## config.mk

```make
export PLATFORM = sky130hd
export DESIGN_NAME = vshr_byte4
export DESIGN_NICKNAME = d
export VERILOG_FILES = /design/src/rtl/vshr_pkg.sv /design/src/rtl/vshr_decode.sv /design/src/rtl/vshr_lane.sv /design/src/rtl/vshr_stage.sv /design/src/rtl/vshr_byte4.sv
export SDC_FILE = /design/constraint.sdc
export NUM_CORES = 1
export LEC_CHECK = 0
export CAP_MARGIN = 0
export CORE_MARGIN = 3
export CORE_UTILIZATION = 35
export DETAILED_ROUTE_END_ITERATION = 6
export DONT_BUFFER_PORTS = 1
export SYNTH_ARGS = -nofsm -noshare
export SYNTH_HDL_FRONTEND = slang
export SYNTH_SLANG_ARGS = --single-unit
```

## constraint.sdc

```tcl
create_clock -name clk -period 10 [get_ports clk]
set_input_delay 0.5 -clock clk [delete_from_list [all_inputs] [get_ports clk]]
set_output_delay 0.5 -clock clk [all_outputs]
set_load 0.02 [all_outputs]
```

## src/rtl/vshr_pkg.sv

```systemverilog
package vshr_pkg;
    localparam int XLEN   = 64;
    localparam int ILEN   = 32;
    localparam int LANES  = 4;
    localparam int LANE_W = 8;
    localparam int SA_W   = $clog2(LANE_W);
    localparam int REG_W  = 5;
    localparam int VEC_W  = LANES * LANE_W;

    localparam logic [5:0] OPC_MAJOR = 6'b011111;
    localparam logic [5:0] FN_CODE   = 6'b010011;
    localparam logic [4:0] SUB_TRUNC = 5'b00100;
    localparam logic [4:0] SUB_ROUND = 5'b00101;

    typedef struct packed {
        logic              hit;
        logic              legal;
        logic              rnd;
        logic [SA_W-1:0]   amt;
        logic [REG_W-1:0]  dst;
    } dec_t;

    typedef struct packed {
        logic [XLEN-1:0]   value;
        logic              wr;
        logic [REG_W-1:0]  dst;
        logic              resv;
        logic              doff;
    } out_t;

    function automatic logic sub_is_legal(input logic [4:0] s);
        return (s == SUB_TRUNC) || (s == SUB_ROUND);
    endfunction
endpackage

```

## src/rtl/vshr_decode.sv

```systemverilog
module vshr_decode
    import vshr_pkg::*;
(
    input  logic [ILEN-1:0] instr,
    output dec_t            dec
);
    logic [4:0] sub;
    logic       unused_rt;

    assign sub       = instr[10:6];
    assign unused_rt = ^instr[20:16];

    always_comb begin
        dec.hit   = (instr[31:26] == OPC_MAJOR) && (instr[5:0] == FN_CODE);
        dec.legal = dec.hit && sub_is_legal(sub) && (instr[25:24] == 2'b00);
        dec.rnd   = (sub == SUB_ROUND);
        dec.amt   = instr[23:21];
        dec.dst   = instr[15:11];
    end
endmodule

```

## src/rtl/vshr_lane.sv

```systemverilog
module vshr_lane #(
    parameter int W  = 8,
    parameter int SW = $clog2(W)
) (
    input  logic [W-1:0]  din,
    input  logic [SW-1:0] amt,
    input  logic          rnd,
    output logic [W-1:0]  dout,
    output logic          sgn
);
    logic signed [W:0] ext;
    logic signed [W:0] sum;

    assign ext = {din[W-1], din};

    always_comb begin
        sum = '0;
        if (!rnd) begin
            dout = W'($signed(din) >>> amt);
            sgn  = dout[W-1];
        end else if (amt == '0) begin
            dout = din;
            sgn  = din[W-1];
        end else begin
            sum  = (ext >>> (amt - SW'(1))) + (W+1)'(1);
            dout = sum[W:1];
            sgn  = sum[W];
        end
    end
endmodule

```

## src/rtl/vshr_stage.sv

```systemverilog
module vshr_stage
    import vshr_pkg::*;
#(
    parameter bit REG_OUT = 1'b1
) (
    input  logic clk,
    input  logic rst,
    input  out_t d,
    output out_t q
);
    generate
        if (REG_OUT) begin : g_reg
            always_ff @(posedge clk) begin
                if (rst) q <= '0;
                else     q <= d;
            end
        end else begin : g_comb
            assign q = d;
        end
    endgenerate
endmodule

```

## src/rtl/vshr_byte4.sv

```systemverilog
module vshr_byte4
    import vshr_pkg::*;
#(
    parameter bit REG_OUT = 1'b1
) (
    input  logic              clk,
    input  logic              rst,
    input  logic [ILEN-1:0]   instr,
    input  logic [XLEN-1:0]   src,
    input  logic              dsp_en,
    output logic [XLEN-1:0]   result,
    output logic              wr_en,
    output logic [REG_W-1:0]  dst_sel,
    output logic              exc_resv,
    output logic              exc_dsp_off
);
    localparam int HI_W = XLEN - VEC_W;

    dec_t             dec;
    logic [VEC_W-1:0] lanes;
    logic [LANES-1:0] sgns;
    out_t             nxt;
    out_t             cur;
    logic             unused_hi;

    assign unused_hi = ^src[XLEN-1:VEC_W];

    vshr_decode u_dec (.instr(instr), .dec(dec));

    genvar i;
    generate
        for (i = 0; i < LANES; i++) begin : g_lane
            vshr_lane #(.W(LANE_W), .SW(SA_W)) u_lane (
                .din (src[i*LANE_W +: LANE_W]),
                .amt (dec.amt),
                .rnd (dec.rnd),
                .dout(lanes[i*LANE_W +: LANE_W]),
                .sgn (sgns[i])
            );
        end
    endgenerate

    always_comb begin
        nxt.value = {{HI_W{sgns[LANES-1]}}, lanes};
        nxt.wr    = dec.legal && dsp_en;
        nxt.dst   = dec.dst;
        nxt.resv  = dec.hit && !dec.legal;
        nxt.doff  = dec.legal && !dsp_en;
    end

    vshr_stage #(.REG_OUT(REG_OUT)) u_stage (.clk(clk), .rst(rst), .d(nxt), .q(cur));

    assign result      = cur.value;
    assign wr_en       = cur.wr;
    assign dst_sel     = cur.dst;
    assign exc_resv    = cur.resv;
    assign exc_dsp_off = cur.doff;
endmodule

```

=== Word level (Yosys, flattened, before mapping) ===
Cells that the tools add are included.

* Bits in registers: 41
* Input port bits: 99
* Output and inout bits: 72
* Logic and storage cells: 43

* $add $sub $neg: 5
* Equal/unequal tests: 4
* Shifts and indexed selects: 8
* Muxes and demuxes: 10
* Reduce and logical (&&, ||, !) cells: 11

{| class="wikitable"
|+ Operators by type and width
! operator !! count
|-
| 8-bit two-way mux || 8
|-
| 9-bit by 2-bit adder with 9-bit output (second input constant) || 4
|-
| 8-bit by 3-bit >>> shifter with 9-bit output || 4
|-
| 8-bit by 3-bit >>> shifter with 8-bit output || 4
|-
| 6-bit by 5-bit equality test with 1-bit output (second input constant) || 2
|-
| 5-bit by 3-bit equality test with 1-bit output (second input constant) || 2
|-
| 1-bit logical AND || 6
|-
| 3-bit logical NOT || 1
|-
| 3-bit by 1-bit subtractor with 3-bit output (second input constant) || 1
|-
| 1-bit logical NOT || 2
|-
| 2-bit logical NOT || 1
|-
| 1-bit two-way mux || 2
|-
| 1-bit logical OR || 1
|}

=== Longest topological paths before layout ===
* Word-level depth: 6
* Gate-level depth with buffers: 18
* Depth with buffers taken out: 10

=== By module ===
A second synthesis with hierarchy kept.

* Cells, all modules: 625
* Area, all modules: 5590.4 µm²

{| class="wikitable"
|+ By module, submodules not included
! module !! instances !! cells each !! area an instance (µm²) !! seq. area each (µm²)
|-
| vshr_lane || 4 || 113 || 858.3 || 0.0
|-
| vshr_stage || 1 || 152 || 1981.9 || 1441.4
|-
| vshr_decode || 1 || 18 || 152.6 || 0.0
|-
| vshr_byte4 || 1 || 3 || 22.5 || 0.0
|}

=== Worst setup path after synthesis ===
No wires, ideal clock.

* Path type: input-to-reg
* Start point: input port instr[22]
* End point: register u_stage.q[35] (netlist name)
* Library setup time: 0.142 ns
* Data arrival time: 3.735 ns
* Required time: 9.858 ns
* Setup slack: 6.123 ns
* Stages on the path: 14
* Buffers on the path: 4
* Cell sequence: clkbuf_1 > buf_1 > buf_2 > inv_1 > ha_1 > ha_1 > buf_2 > mux4_2 > mux2_2 > ha_1 > o2111a_1 > xor2_1 > a221oi_1 > a311oi_1

* Cells in the longest elaborated chain, start to end: 5
* Elaborated cells on any way between the ends: 7
* Those cells by class: 2 x add/sub; 2 x shift; 2 x mux; 1 x reduce/logical

{| class="wikitable"
|+ RTL lines
! item !! RTL line !! source
|-
| start: declaration || vshr_byte4.sv:8 || <nowiki>input logic [ILEN-1:0] instr,</nowiki>
|-
| 3-bit by 1-bit subtractor with 3-bit output || vshr_lane.sv:25 || <nowiki>sum = (ext >>> (amt - SW'(1))) + (W+1)'(1);</nowiki>
|-
| 8-bit by 3-bit >>> shifter with 9-bit output || vshr_lane.sv:25 ||
|-
| 9-bit by 2-bit adder with 9-bit output || vshr_lane.sv:25 ||
|-
| 8-bit two-way mux || vshr_lane.sv:21 || <nowiki>end else if (amt == '0) begin</nowiki>
|-
| 8-bit two-way mux * || vshr_lane.sv:18 || <nowiki>if (!rnd) begin</nowiki>
|-
| end signal: assignment || vshr_stage.sv:14 || <nowiki>if (rst) q <= '0;</nowiki>
|-
| end signal: assignment || vshr_stage.sv:15 || <nowiki>else q <= d;</nowiki>
|-
| end: declaration || vshr_stage.sv:9 || <nowiki>output out_t q</nowiki>
|}

Mark *: on every way between the ends. The rest lies on a longest branch, timed or not.
A chain may end at the register's enable or synchronous reset.

=== Worst setup path after layout ===
* Start point: input port instr[21]
* End point: register u_stage.q[35] (netlist name)

The elaborated chain is that of the path after synthesis.

==> metrics.cfg <==
[power_and_ir_drop]
finalPower_uw=550.9
p_per_area_nw_per_um2=122.7
vdd_drop_max_mv=0.06495
p_int_uw=358.5
leakage_nw=1.642
combPwrFrac=0.347
power_frac_clock=0.303
switchingPower_uw=192.4
p_sw_frac=0.3492
seqPwrFrac=0.349

[final_layout]
fin_cells=638
drive_gt1_frac=0.1288
final_core_util=0.3529
design_area_um2=4489
antenna_cells=0
syn_to_final_growth_pct=-2.181
top_register=u_stage.q
reg_top3=u_stage.q (40)
fin_nets=570
largest_reg_flops=40

[timing]
holdWs_ns=0.2724
rsz0062_at_grt=no
tightest_slew_ns=1.001
fin_setup_tns_ns=0
max_freq_mhz=260.4
finalHoldViolCount=0
setup_viol=0
final.min_clock_period_ns=3.840
postLayoutSetupSlackWorst_ns=6.160
slew_violations=0
max_slew_margin=0.3303
finalCritPeriodShare=0.3840

[floorplanning]
die_h_um=120.5
coreArea_um2=12720
start_util=0.3607
rows=41
dieArea_um2=14520
io_pins=171
die_w_um=120.5

[synthesis]
synth_area_leaders=dfxtp_1, mux4_2, mux2i_1
ys_seq_area_frac=0.1745
synth_common_cells=mux2i_1, nand2_1, dfxtp_1, a21oi_1, buf_4
synth.distinct_cells=60
yosysTopAreaCellShare=0.1745
synth_edf_count=0
yosys_register_bits=40
yosys.area.top_type=dfxtp_1
yosysMostFrequentCell=mux2i_1
synth-main-ff-cell=dfxtp_1
async_flop_share=0
synth_nets=644
yosys_warnings=0
synth_area_per_cell_um2=8.515
synth_cells=539
syn-cell-area_um2=4589

[routing]
vias=3974
viasPerCell=6.229
wl_per_cell_um=20.73
first_pass_iters=6
drtAntennaViolNets=0
dr.first_iter.drc_count=298
drc=0
route.final.wire_length_mm=13.23

[setup_path]
critPathCaptureType=register
cp_max_fo=78
critPathLaunchType=input pin
worstPathRequired_ns=10.12
worstSetupPathType=in2reg
arrival_ns=3.96

[clock_network]
post_cts_buffers=0
cts_buffers=5
clk_path_buf_depth=2
root_buffer=clkbuf_16
cts_sinks=40
cts_hold_repair.buffers=0
ctsHtreeMaxLevel=2
cts_tree=done
ctsResizeCount=0
clk_transition_reported_paths_ns=0.06

[placed_design]
dpl.cell_count=630
dpl.hpwl_mm=9.312
pre_cts_ws_ns=5.878
gp_congestion=0.8777
portBuffers=0
dpl_cell_area_um2=4340

[global_route]
grt_pass1_vias=3939
grt_remaining_overflow=0
grt_pass1_wl_mm=21.00
grt_max_degree=79
antenna_found_initial=0
grt_util_all_layers=0.1806

[worst_hold_path]
min_from=rst
hold_depth=1
whs_endpoint=u_stage.q[4]
hold_path.class=in2reg

[run]
cap_viol_max_count=0

[run_status]
status=finished clean

-- power groups by stage --
stage                     Combinational, mW  Clock, mW  Sequential, mW
after CTS                             0.189      0.177           0.193
after global routing                  0.210      0.182           0.194
after detailed placement              0.188          0           0.196
final                                 0.191      0.167           0.192
after floorplan                       0.187          0           0.193
after global placement                0.186          0           0.196
-- worst max-delay path by stage --
stage / start / endpoint / slack (ns) / cells after the start
CTS: instr[21] / u_stage.q[35] / 6.19 / 11
global route: instr[21] / u_stage.q[35] / 5.94 / 11
floorplan: instr[22] / u_stage.q[35] / 6.12 / 14
finish: instr[21] / u_stage.q[35] / 6.16 / 11
global placement: instr[21] / u_stage.q[35] / 5.89 / 11
detailed placement: instr[21] / u_stage.q[35] / 5.88 / 11
-- worst max-delay path, cell delays in order --
cell and delay, ns:
inv_1 0.19, ha_1 0.29, ha_1 0.83, buf_4 0.40
mux4_2 0.53, mux2_2 0.29, ha_1 0.25, o2111a_1 0.15
xor2_1 0.15, a221oi_1 0.25, a311oi_1 0.10
-- kinds of logic after synthesis --
| kind of cell | Yosys count | share of synthesized area |
|---|---|---|
| AOI/OAI and AO/OA | 144 | 0.2061 |
| xor gates and xnor gates | 23 | 0.04389 |
| adders and majority gates | 6 | 0.01636 |
| buffers and inverters | 97 | 0.1219 |
| DFF | 40 | 0.1745 |
| muxes | 89 | 0.2808 |
| and+or+nand+nor | 140 | 0.1565 |
-- cell usage in the layout (no fill, tap or decap), drive strengths merged, types with 2 or more instances in the layout --
master / Yosys / final
nand2: 45 / 45
mux2i: 44 / 44
dfxtp: 40 / 40
o21ai: 39 / 39
a21oi: 36 / 36
nor2: 31 / 31
mux4: 28 / 28
a211oi: 21 / 21
mux2: 17 / 17
nor2b: 16 / 16
xnor2: 14 / 14
a22oi: 13 / 13
nor3: 13 / 13
inv: 12 / 12
xor2: 9 / 9
nand2b: 7 / 7
ha: 6 / 6
clkbuf: 32 / 6
nand4: 5 / 5
nor3b: 5 / 5
and3: 5 / 5
and2: 4 / 4
o221ai: 4 / 4
a221oi: 4 / 4
nor4b: 4 / 4
o21a: 3 / 3
nand3: 3 / 3
a21boi: 3 / 3
a2111oi: 3 / 3
clkinv: 1 / 3
buf: 52 / 3
a311oi: 2 / 2
o211ai: 2 / 2
a31oi: 2 / 2
a22o: 2 / 2
-- final cells by class --
| cell class | count | area [um^2] |
|---|---|---|
| Clock buffer | 6 | 138.9 |
| Tap cell | 172 | 215.2 |
| Clock inverter | 2 | 10.01 |
| Sequential cell | 40 | 804.5 |
| Fill cell | 1338 | 8233 |
| Multi-Input combinational cell | 402 | 3229 |
| Timing Repair Buffer | 3 | 42.54 |
| Inverter | 13 | 48.80 |
-- per-layer routing --
layer | wire length, um | track usage
met5 | 0 | 0
met2 | 6035 | 0.2899
met3 | 1210 | 0.03835
met4 | 243 | 0.05453
met1 | 5737 | 0.2442
Note: power is estimated with default switching activity, not from simulation.
